<file path="config.mk">
export PLATFORM = sky130hd
export DESIGN_NAME = rcc_ctrl
export DESIGN_NICKNAME = d
export VERILOG_FILES = /design/src/rtl/rcc_pkg.sv /design/src/rtl/rcc_ctrl.sv
export SDC_FILE = /design/constraint.sdc
export NUM_CORES = 1
export LEC_CHECK = 0
export BUFFER_PORTS_ARGS = -buffer_cell sky130_fd_sc_hd__buf_4
export CORE_AREA = 2 2 39 41
export DETAILED_ROUTE_END_ITERATION = 8
export DIE_AREA = 0 0 41 43
export PLACE_DENSITY = 0.5
export SLEW_MARGIN = 20
export SYNTH_ARGS = -nofsm -noshare
export SYNTH_HDL_FRONTEND = slang
export SYNTH_SLANG_ARGS = --single-unit
</file>
<file path="constraint.sdc">
create_clock -name clk -period 0.8 [get_ports clk]
set_input_delay 0.08 -clock clk [delete_from_list [all_inputs] [get_ports clk]]
set_output_delay 0.08 -clock clk [all_outputs]
set_load 0.02 [all_outputs]
</file>
<file path="src/rtl/rcc_pkg.sv">
package rcc_pkg;

  typedef enum logic [1:0] {
    FID_LEAD  = 2'd0,
    FID_TRAIL = 2'd1,
    FID_THIRD = 2'd2,
    FID_NONE  = 2'd3
  } fault_id_e;

  typedef enum logic {
    ST_RUN  = 1'b0,
    ST_HOLD = 1'b1
  } ctrl_state_e;

endpackage

</file>
<file path="src/rtl/rcc_ctrl.sv">
module rcc_ctrl
  import rcc_pkg::*;
(
  input  logic      clk,
  input  logic      rst_n,
  input  logic      fire,
  input  logic      mis,
  input  logic      unrec,
  input  fault_id_e fid,
  input  logic      restart_ack,
  output logic      run,
  output logic      commit_ok,
  output logic      mismatch,
  output logic      unrecoverable,
  output fault_id_e fault_copy,
  output logic      rollback_req
);
  ctrl_state_e state_q, state_d;
  logic        commit_q, commit_d;
  logic        mism_q, mism_d;
  logic        unrec_q, unrec_d;
  fault_id_e   fid_q, fid_d;
  logic        act;

  assign run = (state_q == ST_RUN);
  assign act = fire & run;

  always_comb begin
    state_d  = state_q;
    commit_d = act & ~mis;
    mism_d   = act & mis;
    unrec_d  = act & mis & unrec;
    fid_d    = (act & mis) ? fid : FID_NONE;
    case (state_q)
      ST_RUN:  if (act && mis)  state_d = ST_HOLD;
      ST_HOLD: if (restart_ack) state_d = ST_RUN;
      default: state_d = ST_RUN;
    endcase
  end

  always_ff @(posedge clk or negedge rst_n) begin
    if (!rst_n) begin
      state_q  <= ST_RUN;
      commit_q <= 1'b0;
      mism_q   <= 1'b0;
      unrec_q  <= 1'b0;
      fid_q    <= FID_NONE;
    end else begin
      state_q  <= state_d;
      commit_q <= commit_d;
      mism_q   <= mism_d;
      unrec_q  <= unrec_d;
      fid_q    <= fid_d;
    end
  end

  assign commit_ok     = commit_q;
  assign mismatch      = mism_q;
  assign unrecoverable = unrec_q;
  assign fault_copy    = fid_q;
  assign rollback_req  = (state_q == ST_HOLD);

  // the request is held until the restart handshake arrives
  assert_hold_until_ack_R8: assert property (@(posedge clk) disable iff (!rst_n)
    (rollback_req && !restart_ack) |=> rollback_req);
  // the restart handshake releases the request at the next edge
  assert_ack_release_R8: assert property (@(posedge clk) disable iff (!rst_n)
    (rollback_req && restart_ack) |=> !rollback_req);

endmodule

</file>
Word level (Yosys, flattened, before mapping)
Index checks and enable logic that the tools add are counted.

Mux-type cells: 4. Bitwise logic cells: 6. Reduce and logical (&&, ||, !) cells: 1.

Operators with widths (number): 1-bit AND (4); 1-bit 2-to-1 mux (2); 2-bit 2-to-1 mux (1); 1-bit inverter (2); 1-bit case mux with 2 select lines (1); 1-bit logical AND (1).

Flip-flop bits (word level): 6.

Logic depth before layout (Yosys ltp)
Gate-level depths: netlist of run 1.

Depth after elaboration: 5. Gate-level depth with buffers: 2. Mapped depth without buffers: 2.

Worst setup path before layout of run 1
Ideal clock, no wire load.

Path type: reg2reg. From: reg state_q (netlist: rollback_req). To: reg fid_q[0] (netlist: fault_copy[0]). Data arrival time: 0.843 ns. Data required time: 0.718 ns. Setup slack: -0.125 ns. Stages on the path, launching flop included: 3. Cell sequence: dfrtp_1 > nand3b_4 > or2_1.

Longest elaborated chain between the ends: 4.

Ends and longest elaborated chain: start, declared (RTL line rcc_ctrl.sv:18) `ctrl_state_e state_q, state_d;`; start signal, assigned (RTL line rcc_ctrl.sv:49) `state_q <= state_d;`; 1-bit inverter (RTL line rcc_ctrl.sv:25) `assign run = (state_q == ST_RUN);`; 1-bit AND (RTL line rcc_ctrl.sv:26) `assign act = fire & run;`; 1-bit AND (RTL line rcc_ctrl.sv:33) `fid_d = (act & mis) ? fid : FID_NONE;`; 2-bit 2-to-1 mux (RTL line rcc_ctrl.sv:33); net fid_d[0] (RTL line rcc_ctrl.sv:22) `fault_id_e fid_q, fid_d;`; end signal, assigned (RTL line rcc_ctrl.sv:53) `fid_q <= fid_d;`; end, declared (RTL line rcc_ctrl.sv:22).

The timed path passes the listed nets, and every way through them passes these cells.

Worst setup path after layout of run 1
From: reg state_q (netlist: rollback_req). To: reg fid_q[1] (netlist: fault_copy[1]).

The elaborated chain is that of the path after synthesis.

==> results of run 1 <==
==> worst min path at each step <==
stage	start	to	slack (ps)
final	fid[0]	fault_copy[0]	20
after floorplan	rst_n	commit_ok	-220
after global placement	rst_n	mismatch	-110
after detailed placement	rst_n	unrecoverable	-110
after global routing	mis	commit_ok	20
after CTS	restart_ack	rollback_req	20
==> metal layers <==
layer	share of wire, %	up-vias
li1	-	88
met5	0	-
met3	14	0
met1	36	84
met4	0	0
met2	49	14
==> Yosys cell counts, drive strengths merged <==
cell type	number
dfrtp	4
nand3b	1
or2	2
dfstp	2
inv	3
nor2	1
o21ai	1
nor3b	1
==> what timing repair did <==
item | 4_1_cts | 5_1_grt
endpoints found under the setup margin | 9 | 13
setup buffers | 1 | 0
resized for setup | 8 | 3
hold buffers | 1 | 0
pin swaps | 0 | 0
hold endpoints to repair | 6 | 0
==> power by group through the flow <==
stage	clock network (mW)	logic (mW)	registers (mW)
after global routing	0.348	0.190	0.339
after floorplan	0	0.0304	0.364
final	0.303	0.175	0.337
after detailed placement	0	0.141	0.339
after CTS	0.317	0.171	0.338
after global placement	0	0.139	0.337
==> cells in the final DEF (no fill, tap or decap), drive strengths merged <==
cell	n
o21ai	1
or2	2
nand3b	1
nor2	1
buf	16
dfrtp	4
dlygate4sd3	1
clkbuf	4
inv	3
nor3b	1
dfstp	2
==> per-stage QoR <==
stage / util (%) / worst slack [ps] / power [mW]
finish: 30.47 / -212.4 / 0.8155
global route: 30.47 / -247.1 / 0.8763
CTS: 30.11 / -213.8 / 0.8260
detailed placement: 25.05 / -59.63 / 0.4800
global placement: 25.05 / -38.59 / 0.4758
floorplan: - / -98.41 / 0.3941
==> area by class of cell <==
class / instances / area, um^2 / area share, %
sequential: 6 / 153.9 / 36.50
timing repair buffer: 17 / 156.4 / 37.09
inverter: 3 / 13.76 / 3.264
tap: 16 / 20.02 / 4.748
clock buffer: 4 / 26.28 / 6.231
multi-input combinational: 6 / 51.30 / 12.17
==> worst max-delay path, cell delays in order (launching register included) <==
cell and delay [ps]:
dfrtp_2 410, buf_4 130, nand3b_4 170, or2_1 220
==> logic make-up (layout without fill, tap and decap cells) <==
| group | after synthesis | after routing | synth area share (%) |
|---|---|---|---|
| flops | 6 | 6 | 71.77 |
| simple gates | 5 | 5 | 20.59 |
| buf+inv | 3 | 24 | 5.294 |
| compound gates | 1 | 1 | 2.351 |
==> registers in the layout (all words and copies together) (netlist names) <==
signal and cells:
unrecoverable 1, fault_copy 2, commit_ok 1, mismatch 1, rollback_req 1
==> run metrics, run 1 <==
via count=186; Layout Skew=8.778 ps; sequential power share=between 40% and 50%; vias in the first global route=211; layout overhead on the synthesized area=98.24%; Via density=between 3 and 4; grt met3 use=6.283%; sequential element share of the synthesized area=71.76%; Reg2Reg Depth=3; Max Buffers Root-to-Sink=2; Post-Place Cells=46; Fillers=151; grt ovf=0; die width=about 41 um; Root Buffer=clkbuf_4; # clock sinks=6; Core Region=between 1000 and 1500 um^2; Slew Limit Fails=0; port bufs=14; NumNets Final=45; number of synthesized register bits=6; P_int=0.6152 mW; TritonCTS buffer count=3; Min Hold Slack=around 22 ps; Final Hold Fails=0; # rows=14; RSZ-0062 raised after global routing=true; post-synthesis instance total=15; Peak supply drop=0.5754 mV; number of diodes=0; Slew headroom=89.53%; wire per inst=between 9 and 10 um; Critical Path RT=960 ps; final instance area=421.7 um^2; Die H=43 um; failing checks=setup timing; clock power share=around 37%; clk slew on worst S/H paths=50 ps; area share of the largest cell type after synthesis=a little under half; layout cells sized above 1=72.22%; GRT met2 Usage=roughly 11%; critical-path maximum fanout=5; reg2reg start=rollback_req; NetSw=between 0.2 and 0.25 mW; flop2flop setup slack=-210 ps; Least-Margin Pin Slew=156.7 ps; leak pwr=0.2155 nW; PwrDens=1934 nW/um^2; die area=1763 um^2; DRC viols=0; crit path DAT=around 1200 ps; CP Capture Type=flip-flop; post-DP HPWL=between 300 and 400 um; antenna violations before repair=0; largest net degree at the start of global routing=7; final cell count without fillers=52; M1 GR Usage=7.143%; Initial Util=between 15 and 20%; warnings from Yosys=0; fmax=0.9878 GHz; DR iter-0 viols=0; GR peak layer=met2; Max Cap Viol=0; Net Sw Frac=24.56%; detailed-route wire length=between 400 and 500 um; synthesized cell area=between 200 and 250 um^2; setup violators final=12; WHS Path Cells=2; Crit Path Category=flip-flop to flip-flop; Period minus WS final=between 1000 and 1500 ps; worst reg2reg endpoint=fault_copy[1]; CP endpoint=fault_copy[1]; combinational share of power=between 20% and 30%; first-pass GRT wire length=just under 900 um; syn_nets=23; Area contributors post-synth=dfrtp_1 (47%), dfstp_2 (25%), nand3b_4 (9.4%); syn_area_per_cell=14.18 um^2; clk_lat worst skew=240 ps; worst setup path start=rollback_req; setup ws final=-212.4 ps; Worst Hold Class=input pin to flip-flop; CTS tree=done; I/O Pins=15; total negative slack=-1351 ps; Overall Global Routing Usage=8.258%; Pre-Repair DR Iteration Count=1; Synth cell types=8; Routed Antenna Nets=0; status=complete, but fails checks; startpoint types=flip-flop; gpl congestion=0.6659; H-tree levels=1; Placement Cell Area=346.6 um^2; crit share post-route=126.5%; leading area contributor after synthesis=dfrtp_1
(Power assumes the default switching activity.)
==> inputs of run 2 (changes only) <==
--- a/config.mk
+++ b/config.mk
@@ -9,7 +9,6 @@
 export CORE_AREA = 2 2 39 41
 export DETAILED_ROUTE_END_ITERATION = 8
 export DIE_AREA = 0 0 41 43
-export PLACE_DENSITY = 0.5
 export SLEW_MARGIN = 20
 export SYNTH_ARGS = -nofsm -noshare
 export SYNTH_HDL_FRONTEND = slang
==> run 2 against run 1 <==
The flow still finishes with violations (setup timing). Die area is the same. Via count is the same. Clock power is essentially flat. Power grew 0.41%. Final cell count is the same. Worst setup slack gained 6.4 ps. First-iteration DRC count grew 4. Final area is the same. Non-clock buffer count is the same. Largest cell class unchanged. Highest routed layer unchanged.
==> run metrics, run 2 (synthesized netlist as in run 1, its figures left out) <==
Initial Util=15.37% (unchanged); Routed Antenna Nets=0 (unchanged); total negative slack=-1260 ps (was -1351 ps); detailed-route wire length=520 um (was 489 um); critical-path maximum fanout=3 (was 5); setup violators final=12 (unchanged); clk slew on worst S/H paths=50 ps (about the same); I/O Pins=15 (unchanged); flop2flop setup slack=-190 ps (was -210 ps); DR iter-0 viols=4 (was 0); CP Buf/Inv Count=3 (was 1); Crit-path slowest cell=dfrtp_2 (unchanged); CP endpoint=run (was fault_copy[1]); max reg flops=2 (unchanged); status=complete, but fails checks (unchanged); worst reg2reg endpoint=fault_copy[1] (unchanged); Layout Skew=3.792 ps (was 8.778 ps); cell family with most CP delay=flip-flops (unchanged); crit share post-route=125.7% (was 126.5%); RSZ-0062 raised after global routing=true (unchanged); Sequential cell area=153.9 um^2 (unchanged); NumNets Final=45 (unchanged); most used cell, CP=buf_6; DRC viols=0 (unchanged); # clock sinks=6 (unchanged); Max Buffers Root-to-Sink=2 (unchanged); die width=41 um (unchanged); Reg2Reg Depth=3 (unchanged); Crit Path Category=flip-flop to output pin (was flip-flop to flip-flop); Post-Place Cells=46 (unchanged); most frequent cells in the layout=buf_4 (9), buf_6 (7), clkbuf_4 (3), dfrtp_1 (3) (unchanged); Root Buffer=clkbuf_4 (unchanged); NetSw=0.2035 mW (was 0.2003 mW); final cell count without fillers=52 (unchanged); Routed met1 length=217 um (was 178 um); fmax=0.9941 GHz (was 0.9878 GHz); top sig layer=met3 (unchanged); die area=1763 um^2 (unchanged); wire per inst=10.00 um (was 9.404 um); number of diodes=0 (unchanged); combinational share of power=21.5% (was 21.4%); layout cells sized above 1=69.44% (was 72.22%); Slew Limit Fails=0 (unchanged); layout overhead on the synthesized area=98.24% (unchanged); Via density=3.577 (unchanged); Slew headroom=89.87% (was 89.53%); vias in the first global route=199 (was 211); Overall Global Routing Usage=7.273% (was 8.258%); WHS Path Cells=2 (unchanged); Die H=43 um (unchanged); Final Hold Fails=0 (unchanged); P_int=0.6153 mW (was 0.6152 mW); met2 wire len=218 um (was 242 um); Worst path max stage delay=400 ps (was 410 ps); TritonCTS buffer count=3 (unchanged); # rows=14 (unchanged); Fillers=150 (was 151); PwrDens=1942 nW/um^2 (was 1934 nW/um^2); Worst Hold Class=input pin to flip-flop (unchanged); Max Cap Viol=0 (unchanged); most common cell after layout, fill and taps aside=buf_4 (unchanged); grt ovf=0 (unchanged); startpoint types=flip-flop (unchanged); clock power share=37.4% (was 37.2%); Min Hold Slack=14.29 ps (was 21.60 ps); gpl congestion=0.6050 (was 0.6659); met3 WL=85 um (was 68 um); CTS tree=done (unchanged); CP Capture Type=output pin (was flip-flop); H-tree levels=1 (unchanged); largest net degree at the start of global routing=7 (unchanged); Pre-Repair DR Iteration Count=2 (was 1); CP cell instances=buf_6 -> inv_4 -> buf_6 (was buf_4 -> nand3b_4 -> or2_1); first-pass GRT wire length=786 um (was 869 um); leak pwr=0.2175 nW (was 0.2155 nW); via count=186 (unchanged); setup ws final=-205.9 ps (was -212.4 ps); sequential power share=41.1% (was 41.4%); Critical Path RT=720 ps (was 960 ps); antenna violations before repair=0 (unchanged); post-layout util=30.47% (unchanged); worst setup path start=rollback_req (unchanged); Peak supply drop=0.4302 mV (was 0.5754 mV); crit path DAT=930 ps (was 1170 ps); Least-Margin Pin Slew=151.6 ps (was 156.7 ps); clk_lat worst skew=240 ps (about the same); Net Sw Frac=24.85% (was 24.56%); reg2reg start=rollback_req (unchanged); failing checks=setup timing (unchanged); multi-input combinational cell area=51.30 um^2 (unchanged); Stages on worst setup path=3 (unchanged); total power=0.8188 mW (was 0.8155 mW); port bufs=14 (unchanged); Core Region=1384 um^2 (unchanged); Period minus WS final=1006 ps (was 1012 ps)
run 2: layer usage:
| metal | GRT usage (%) | vias to the layer above |
|---|---|---|
| met5 | 0 | - |
| met4 | 6.000 | 0 |
| met3 | 4.712 | 0 |
| met2 | 10.31 | 15 |
| met1 | 6.885 | 84 |
| li1 | - | 87 |
run 2: timing repair:
action                                 in CTS  in global routing
endpoints found under the hold margin       6                  0
cloned                                      0                  0
hold buffers                                1                  0
buffers inserted                            0                  1
gates resized for setup                     9                  1
setup endpoints to repair                   9                 10
run 2: final cells by class:
cell class,instances,share of cell area [%]
clock buffer,4,6.231
sequential,6,36.50
tap,16,4.748
inverter,3,3.264
timing repair buffer,17,37.09
multi-input combinational,6,12.17
run 2: power groups by stage:
stage               Combinational [mW]  Clock [mW]  Sequential, mW
CTS                              0.168       0.325           0.337
global route                     0.189       0.343           0.338
global placement                 0.142           0           0.337
floorplan                       0.0304           0           0.364
detailed placement               0.143           0           0.338
finish                           0.176       0.306           0.337
run 2: stage by stage:
stage	area (um^2)	worst slack, ps
floorplan	214.0	-98.41
CTS	411.6	-214.2
global placement	346.6	-32.10
detailed placement	346.6	-43.71
global route	421.7	-239.2
finish	421.7	-205.9
run 2: how the worst min path moves through the flow:
stage	start	endpoint	slack, ps
after floorplan	rst_n	commit_ok	-220
after CTS	restart_ack	rollback_req	5
after global routing	mis	commit_ok	20
after global placement	rst_n	commit_ok	-110
final	restart_ack	rollback_req	10
after detailed placement	rst_n	commit_ok	-110
